<file path="src/rtl/shoot_pkg.sv">
package shoot_pkg;
   // Idle level of an active-low command: switch off.
   localparam logic CMD_IDLE = 1'b1;
   // Minimum synchroniser depth accepted by the block.
   localparam int MIN_SYNC = 2;
endpackage

</file>
<file path="src/rtl/cmd_sync.sv">
module cmd_sync
   import shoot_pkg::*;
#(
   parameter int WIDTH  = 6,
   parameter int STAGES = 2
) (
   input  logic             clk,
   input  logic             rst_n,
   input  logic [WIDTH-1:0] d_in,
   output logic [WIDTH-1:0] d_out
);
   generate
      if (STAGES < MIN_SYNC) begin : g_bad_depth
         $error("cmd_sync: STAGES must be at least MIN_SYNC");
      end
   endgenerate

   logic [WIDTH-1:0] stage_q [STAGES];

   generate
      for (genvar s = 0; s < STAGES; s++) begin : g_stage
         always_ff @(posedge clk or negedge rst_n) begin
            if (!rst_n) begin
               stage_q[s] <= {WIDTH{CMD_IDLE}};
            end else if (s == 0) begin
               stage_q[s] <= d_in;
            end else begin
               stage_q[s] <= stage_q[(s == 0) ? 0 : s-1];
            end
         end
      end
   endgenerate

   assign d_out = stage_q[STAGES-1];
endmodule

</file>
<file path="src/rtl/fall_detect.sv">
module fall_detect
   import shoot_pkg::*;
#(
   parameter int WIDTH = 6
) (
   input  logic             clk,
   input  logic             rst_n,
   input  logic [WIDTH-1:0] level,
   output logic [WIDTH-1:0] fell
);
   logic [WIDTH-1:0] prev_q;

   always_ff @(posedge clk or negedge rst_n) begin
      if (!rst_n) prev_q <= {WIDTH{CMD_IDLE}};
      else        prev_q <= level;
   end

   assign fell = prev_q & ~level;
endmodule

</file>
<file path="src/rtl/phase_guard.sv">
module phase_guard (
   input  logic clk,
   input  logic rst_n,
   input  logic hi_s_n,
   input  logic lo_s_n,
   input  logic hi_fell,
   input  logic lo_fell,
   output logic gate_hi,
   output logic gate_lo,
   output logic latched
);
   logic both_on;
   logic fault_q, seen_hi_q, seen_lo_q;
   logic hi_done, lo_done;

   assign both_on = ~hi_s_n & ~lo_s_n;
   assign hi_done = hi_fell | seen_hi_q;
   assign lo_done = lo_fell | seen_lo_q;

   always_ff @(posedge clk or negedge rst_n) begin
      if (!rst_n) begin
         fault_q   <= 1'b0;
         seen_hi_q <= 1'b0;
         seen_lo_q <= 1'b0;
      end else if (both_on) begin
         fault_q   <= 1'b1;
         seen_hi_q <= 1'b0;
         seen_lo_q <= 1'b0;
      end else if (fault_q) begin
         if (hi_done && lo_done) begin
            fault_q   <= 1'b0;
            seen_hi_q <= 1'b0;
            seen_lo_q <= 1'b0;
         end else begin
            seen_hi_q <= hi_done;
            seen_lo_q <= lo_done;
         end
      end else begin
         seen_hi_q <= 1'b0;
         seen_lo_q <= 1'b0;
      end
   end

   assign gate_hi = ~hi_s_n &  lo_s_n & ~fault_q;
   assign gate_lo =  hi_s_n & ~lo_s_n & ~fault_q;
   assign latched = fault_q;


   latch_set_chk: assert property (@(posedge clk) disable iff (!rst_n)
      both_on |=> fault_q);

   gates_off_chk: assert property (@(posedge clk) disable iff (!rst_n)
      fault_q |-> (!gate_hi && !gate_lo));

   clear_edge_chk: assert property (@(posedge clk) disable iff (!rst_n)
      $fell(fault_q) |-> $past(hi_fell || lo_fell));

   rearm_hold_chk: assert property (@(posedge clk) disable iff (!rst_n)
      (fault_q && both_on) |=> (fault_q && !seen_hi_q && !seen_lo_q));
endmodule

</file>
<file path="src/rtl/shoot_guard.sv">
module shoot_guard
   import shoot_pkg::*;
#(
   parameter int NPHASE      = 3,
   parameter int SYNC_STAGES = 2
) (
   input  logic              clk,
   input  logic              rst_n,
   input  logic [NPHASE-1:0] up_cmd_n,
   input  logic [NPHASE-1:0] lo_cmd_n,
   output logic [NPHASE-1:0] gate_hi,
   output logic [NPHASE-1:0] gate_lo,
   output logic              fault_n
);
   localparam int NCMD = 2 * NPHASE;

   generate
      if (NPHASE < 1) begin : g_bad_phase
         $error("shoot_guard: NPHASE must be at least 1");
      end
   endgenerate

   logic [NCMD-1:0]   raw_cmd, sync_cmd, fell_cmd;
   logic [NPHASE-1:0] hi_s_n, lo_s_n, hi_fell, lo_fell, latched;

   assign raw_cmd = {lo_cmd_n, up_cmd_n};

   cmd_sync #(.WIDTH(NCMD), .STAGES(SYNC_STAGES)) u_sync (
      .clk   (clk),
      .rst_n (rst_n),
      .d_in  (raw_cmd),
      .d_out (sync_cmd)
   );

   fall_detect #(.WIDTH(NCMD)) u_fall (
      .clk   (clk),
      .rst_n (rst_n),
      .level (sync_cmd),
      .fell  (fell_cmd)
   );

   assign hi_s_n  = sync_cmd[NPHASE-1:0];
   assign lo_s_n  = sync_cmd[NCMD-1:NPHASE];
   assign hi_fell = fell_cmd[NPHASE-1:0];
   assign lo_fell = fell_cmd[NCMD-1:NPHASE];

   generate
      for (genvar p = 0; p < NPHASE; p++) begin : g_phase
         phase_guard u_guard (
            .clk     (clk),
            .rst_n   (rst_n),
            .hi_s_n  (hi_s_n[p]),
            .lo_s_n  (lo_s_n[p]),
            .hi_fell (hi_fell[p]),
            .lo_fell (lo_fell[p]),
            .gate_hi (gate_hi[p]),
            .gate_lo (gate_lo[p]),
            .latched (latched[p])
         );
      end
   endgenerate

   assign fault_n = ~|latched;


   trip_cause_chk: assert property (@(posedge clk) disable iff (!rst_n)
      $fell(fault_n) |-> $past(|(~hi_s_n & ~lo_s_n)));

   arm_excl_chk: assert property (@(posedge clk) disable iff (!rst_n)
      ((gate_hi & gate_lo) == '0));
endmodule

</file>
<file path="config.mk">
export PLATFORM = sky130hd
export DESIGN_NAME = shoot_guard
export DESIGN_NICKNAME = d
export VERILOG_FILES = /design/src/rtl/shoot_pkg.sv /design/src/rtl/cmd_sync.sv /design/src/rtl/fall_detect.sv /design/src/rtl/phase_guard.sv /design/src/rtl/shoot_guard.sv
export SDC_FILE = /design/constraint.sdc
export NUM_CORES = 1
export LEC_CHECK = 0
export ABC_CLOCK_PERIOD_IN_PS = 1450
export BUFFER_PORTS_ARGS = -buffer_cell sky130_fd_sc_hd__buf_2
export CAP_MARGIN = 20
export CORE_MARGIN = 2
export CORE_UTILIZATION = 53
export DETAILED_ROUTE_END_ITERATION = 8
export PLACE_DENSITY = 0.83
export SYNTH_ARGS = -nofsm -noshare
export SYNTH_HDL_FRONTEND = slang
export SYNTH_SLANG_ARGS = --single-unit
</file>
<file path="constraint.sdc">
create_clock -name clk -period 1.45 [get_ports clk]
set_input_delay 0.0725 -clock clk [delete_from_list [all_inputs] [get_ports clk]]
set_output_delay 0.0725 -clock clk [all_outputs]
set_load 0.05 [all_outputs]
</file>
==> summary.txt <==
CTS
  • H-tree levels: 1
  • Worst-Skew Late Latency: 320 ps
  • Root Buffer: clkbuf_4
  • CTS Buf Count: 3
  • Maximum root-to-sink buffer count: 2
  • CTS tree: done
  • CTS clk-pin slew, worst paths: 140 ps
  • CTS sink cnt: 27

Final layout
  • Nets: 107
  • Layout filler cell count: 122
  • Post-route cell area: between 1000 and 1500 sq um
  • Layout area overhead: 26.0%
  • # diodes: 0
  • Fin cells: 123
  • Final core area utilization: 72.6%
  • Share of layout cells above drive strength 1: 62.2%

Critical path
  • Critical Path RT: 1380 ps
  • CP endpoint kind: output pin
  • Slowest-stage cell, CP: dfstp_2
  • CP Cell Sequence: buf_4, buf_4, nor3_2, buf_6
  • Most used cell, CP: buf_4
  • Critical Path AT: 1320 ps
  • Critical path type: reg -> out
  • CP Max Fanout: 3
  • Worst setup SP type: flop
  • CP max stage delay: 400 ps
  • WP buf/inv: 3
  • Crit path max-delay family: buffers and inverters

Synth
  • Leading post-synthesis cells by cell area: dfstp_2, dfrtp_1, buf_4, nor2b_4, and4bb_1
  • Area share of xor/xnor cells in the synthesized design: 0%
  • Main combinational cell family by area after synthesis: simple AND/OR/NAND/NOR gates
  • Seq/Total Area, Yosys: 68.7%
  • Synth Area in Compound Gates: 8.50%
  • EDFF count, synth: 0
  • Mapped Area: 1020 sq um
  • Top cell type's share of synthesized area: between 40% and 50%
  • Post-Synth Simple-Gate Area: 16.1%
  • Syn Inst Count: 73
  • Flops & latches, synth: 27
  • Cell taking the most area after synthesis: dfstp_2
  • Commonest cells post-synth: dfstp_2, dfrtp_1, nor3_1
  • Net count after synthesis: a little over 80
  • Syn avg cell area: 13.9 sq um
  • Synth cell types: 16
  • Top FF cell, synth: dfstp_2
  • Mux share of post-synthesis cell area: 0%
  • Top-count cell post-synth: dfstp_2
  • Async S/R FF share, synth: 100%
  • Adder-Cell Fraction of Synth Area: 0%
  • Synthesis Warnings: 0

Die
  • Initial Util: a little under three fifths
  • Die Height: roughly 48 um
  • Row cnt: 15
  • Core Box Area: 1760 sq um
  • I/O Pins: 15
  • Die width: 47.8 um
  • Die footprint: 2280 sq um

Global routing
  • First-pass GRT wire length: 2240 um
  • Initial antenna violation count: 0
  • Total grt overflow: 0
  • Vias in the first global route: 573
  • Largest net degree at the start of global routing: 28
  • Total GRT Usage: 14.9%

Placement
  • Placed inst area: between 1000 and 1500 sq um
  • Dpl hpwl: 936 um
  • GP Congestion: 0.735
  • Dpl cells: 106
  • I/O Buffers: 14

Timing
  • Final worst-path cycle share: 96.2%
  • Worst slew pin tran: 547 ps
  • Setup-failing EPs final: 0
  • Fmax: 717 MHz
  • Max Slew Vio Count: 0
  • Setup TNS: 0 ps
  • Fin Clk Skew: 1.96 ps
  • Final min period: 1390 ps
  • Max_slew headroom: 63.5%
  • RSZ-0062 raised after global routing: true
  • Final hold violation count: 0
  • Hold_ws: 251 ps

Detailed routing
  • Vias per cell: about 5.1
  • Total number of vias: 633
  • Routed wire length: 1620 um
  • Antenna violation net count after detailed routing: 0
  • Detailed Route Iter0 Violations: 13
  • DR DRC count: 0
  • DR WL/cell: 13.2 um
  • DRT Pass-1 Iters: 4

Power and ir drop
  • Power Density: 1120 nW/um^2
  • Maximum VDD drop: 0.916 mV
  • Leak pwr: 0.000585 uW

Flow run
  • Max-cap violations: 0

Run status
  • Outcome: complete, no violations

Worst hold path
  • Hold Crit Class: in -> async
==> state kept, by name (all words and copies together) (netlist names) <==
name,cells
u_sync.d_out,6
u_sync.stage_q,6
u_fall.prev_q,6
g_phase.u_guard.seen_lo_q,3
g_phase.u_guard.latched,3
g_phase.u_guard.seen_hi_q,3
==> area by class of cell <==
| type | count | area, sq um | area share, % |
|---|---|---|---|
| clock buffers | 3 | 22.5 | 1.76 |
| inverters | 6 | 22.5 | 1.76 |
| flip-flops and latches | 27 | 698 | 54.5 |
| well taps | 25 | 31.3 | 2.44 |
| multi-input cells | 34 | 285 | 22.3 |
| clock inverters | 1 | 5.00 | 0.391 |
| repair buffers | 27 | 215 | 16.8 |
==> metal layers <==
layer  track usage [%]  vias up  share of wire [%]  wire length (um)
met1              18.3      319                 42               684
met2              23.2       15                 52               852
met5                 0        -                  0                 0
met4              11.9        0                1.7                28
li1                  -      295                  -                 -
met3              2.64        4                3.5                57
==> cell families after synthesis <==
family                 Yosys count
AO/OA/AOI/OAI                   12
flip-flops                      27
AND/OR/NAND/NOR                 22
buffers and inverters           12
==> cell usage in the layout (no fill, tap or decap), drive strengths merged <==
master       synthesis  routed
o21ai                3       3
clkinv               0       1
nor3                 7       7
dfrtp                9       9
and4bb               3       3
dlygate4sd3          0       7
nand2                3       3
buf                  6      20
nor2b                3       3
nor2                 3       3
clkbuf               0       3
inv                  6       6
and3b                3       3
dfstp               18      18
a21oi                6       6
a221o                3       3
==> power breakdown <==
part	switching (uW)	total, uW	leakage (uW)	internal [uW]
clock	209	312	0.0000177	103
sequential	63.9	899	0.000299	835
combinational	109	228	0.000269	118
total	382	1440	0.000585	1060
==> metrics by stage <==
stage          total power [uW]  worst slack, ps
2_1_floorplan              1040              285
5_1_grt                    1500            -4.55
4_1_cts                    1420             1.39
6_report                   1440             55.6
3_5_place_dp               1090              315
3_3_place_gp               1080              329
==> repair_timing <==
action	in CTS	in global routing
buffers inserted	2	4
resized for setup	8	10
endpoints found under the setup margin	6	6
pin swaps	0	2
cloned	0	0
hold buffers	7	0
hold endpoints to repair	15	0
==> path summary, 6_finish.rpt <==
| kind | start | endpoint | slack, ps | cells past startpoint |
|---|---|---|---|---|
| max | u_sync.d_out[5] | gate_lo[2] | 60 | 4 |
| min | rst_n | g_phase[1].u_guard.seen_hi_q | 250 | 2 |
| max reg2reg | u_sync.d_out[5] | g_phase[2].u_guard.latched | 280 | 4 |
| min reg2reg | u_sync.stage_q[7] | u_sync.d_out[1] | 370 | 0 |
| max in group asynchronous | rst_n | u_fall.prev_q[5] | 830 | 2 |
| min in group clk | u_sync.stage_q[7] | u_sync.d_out[1] | 370 | 0 |
Note: power is estimated with default switching activity, not from simulation.
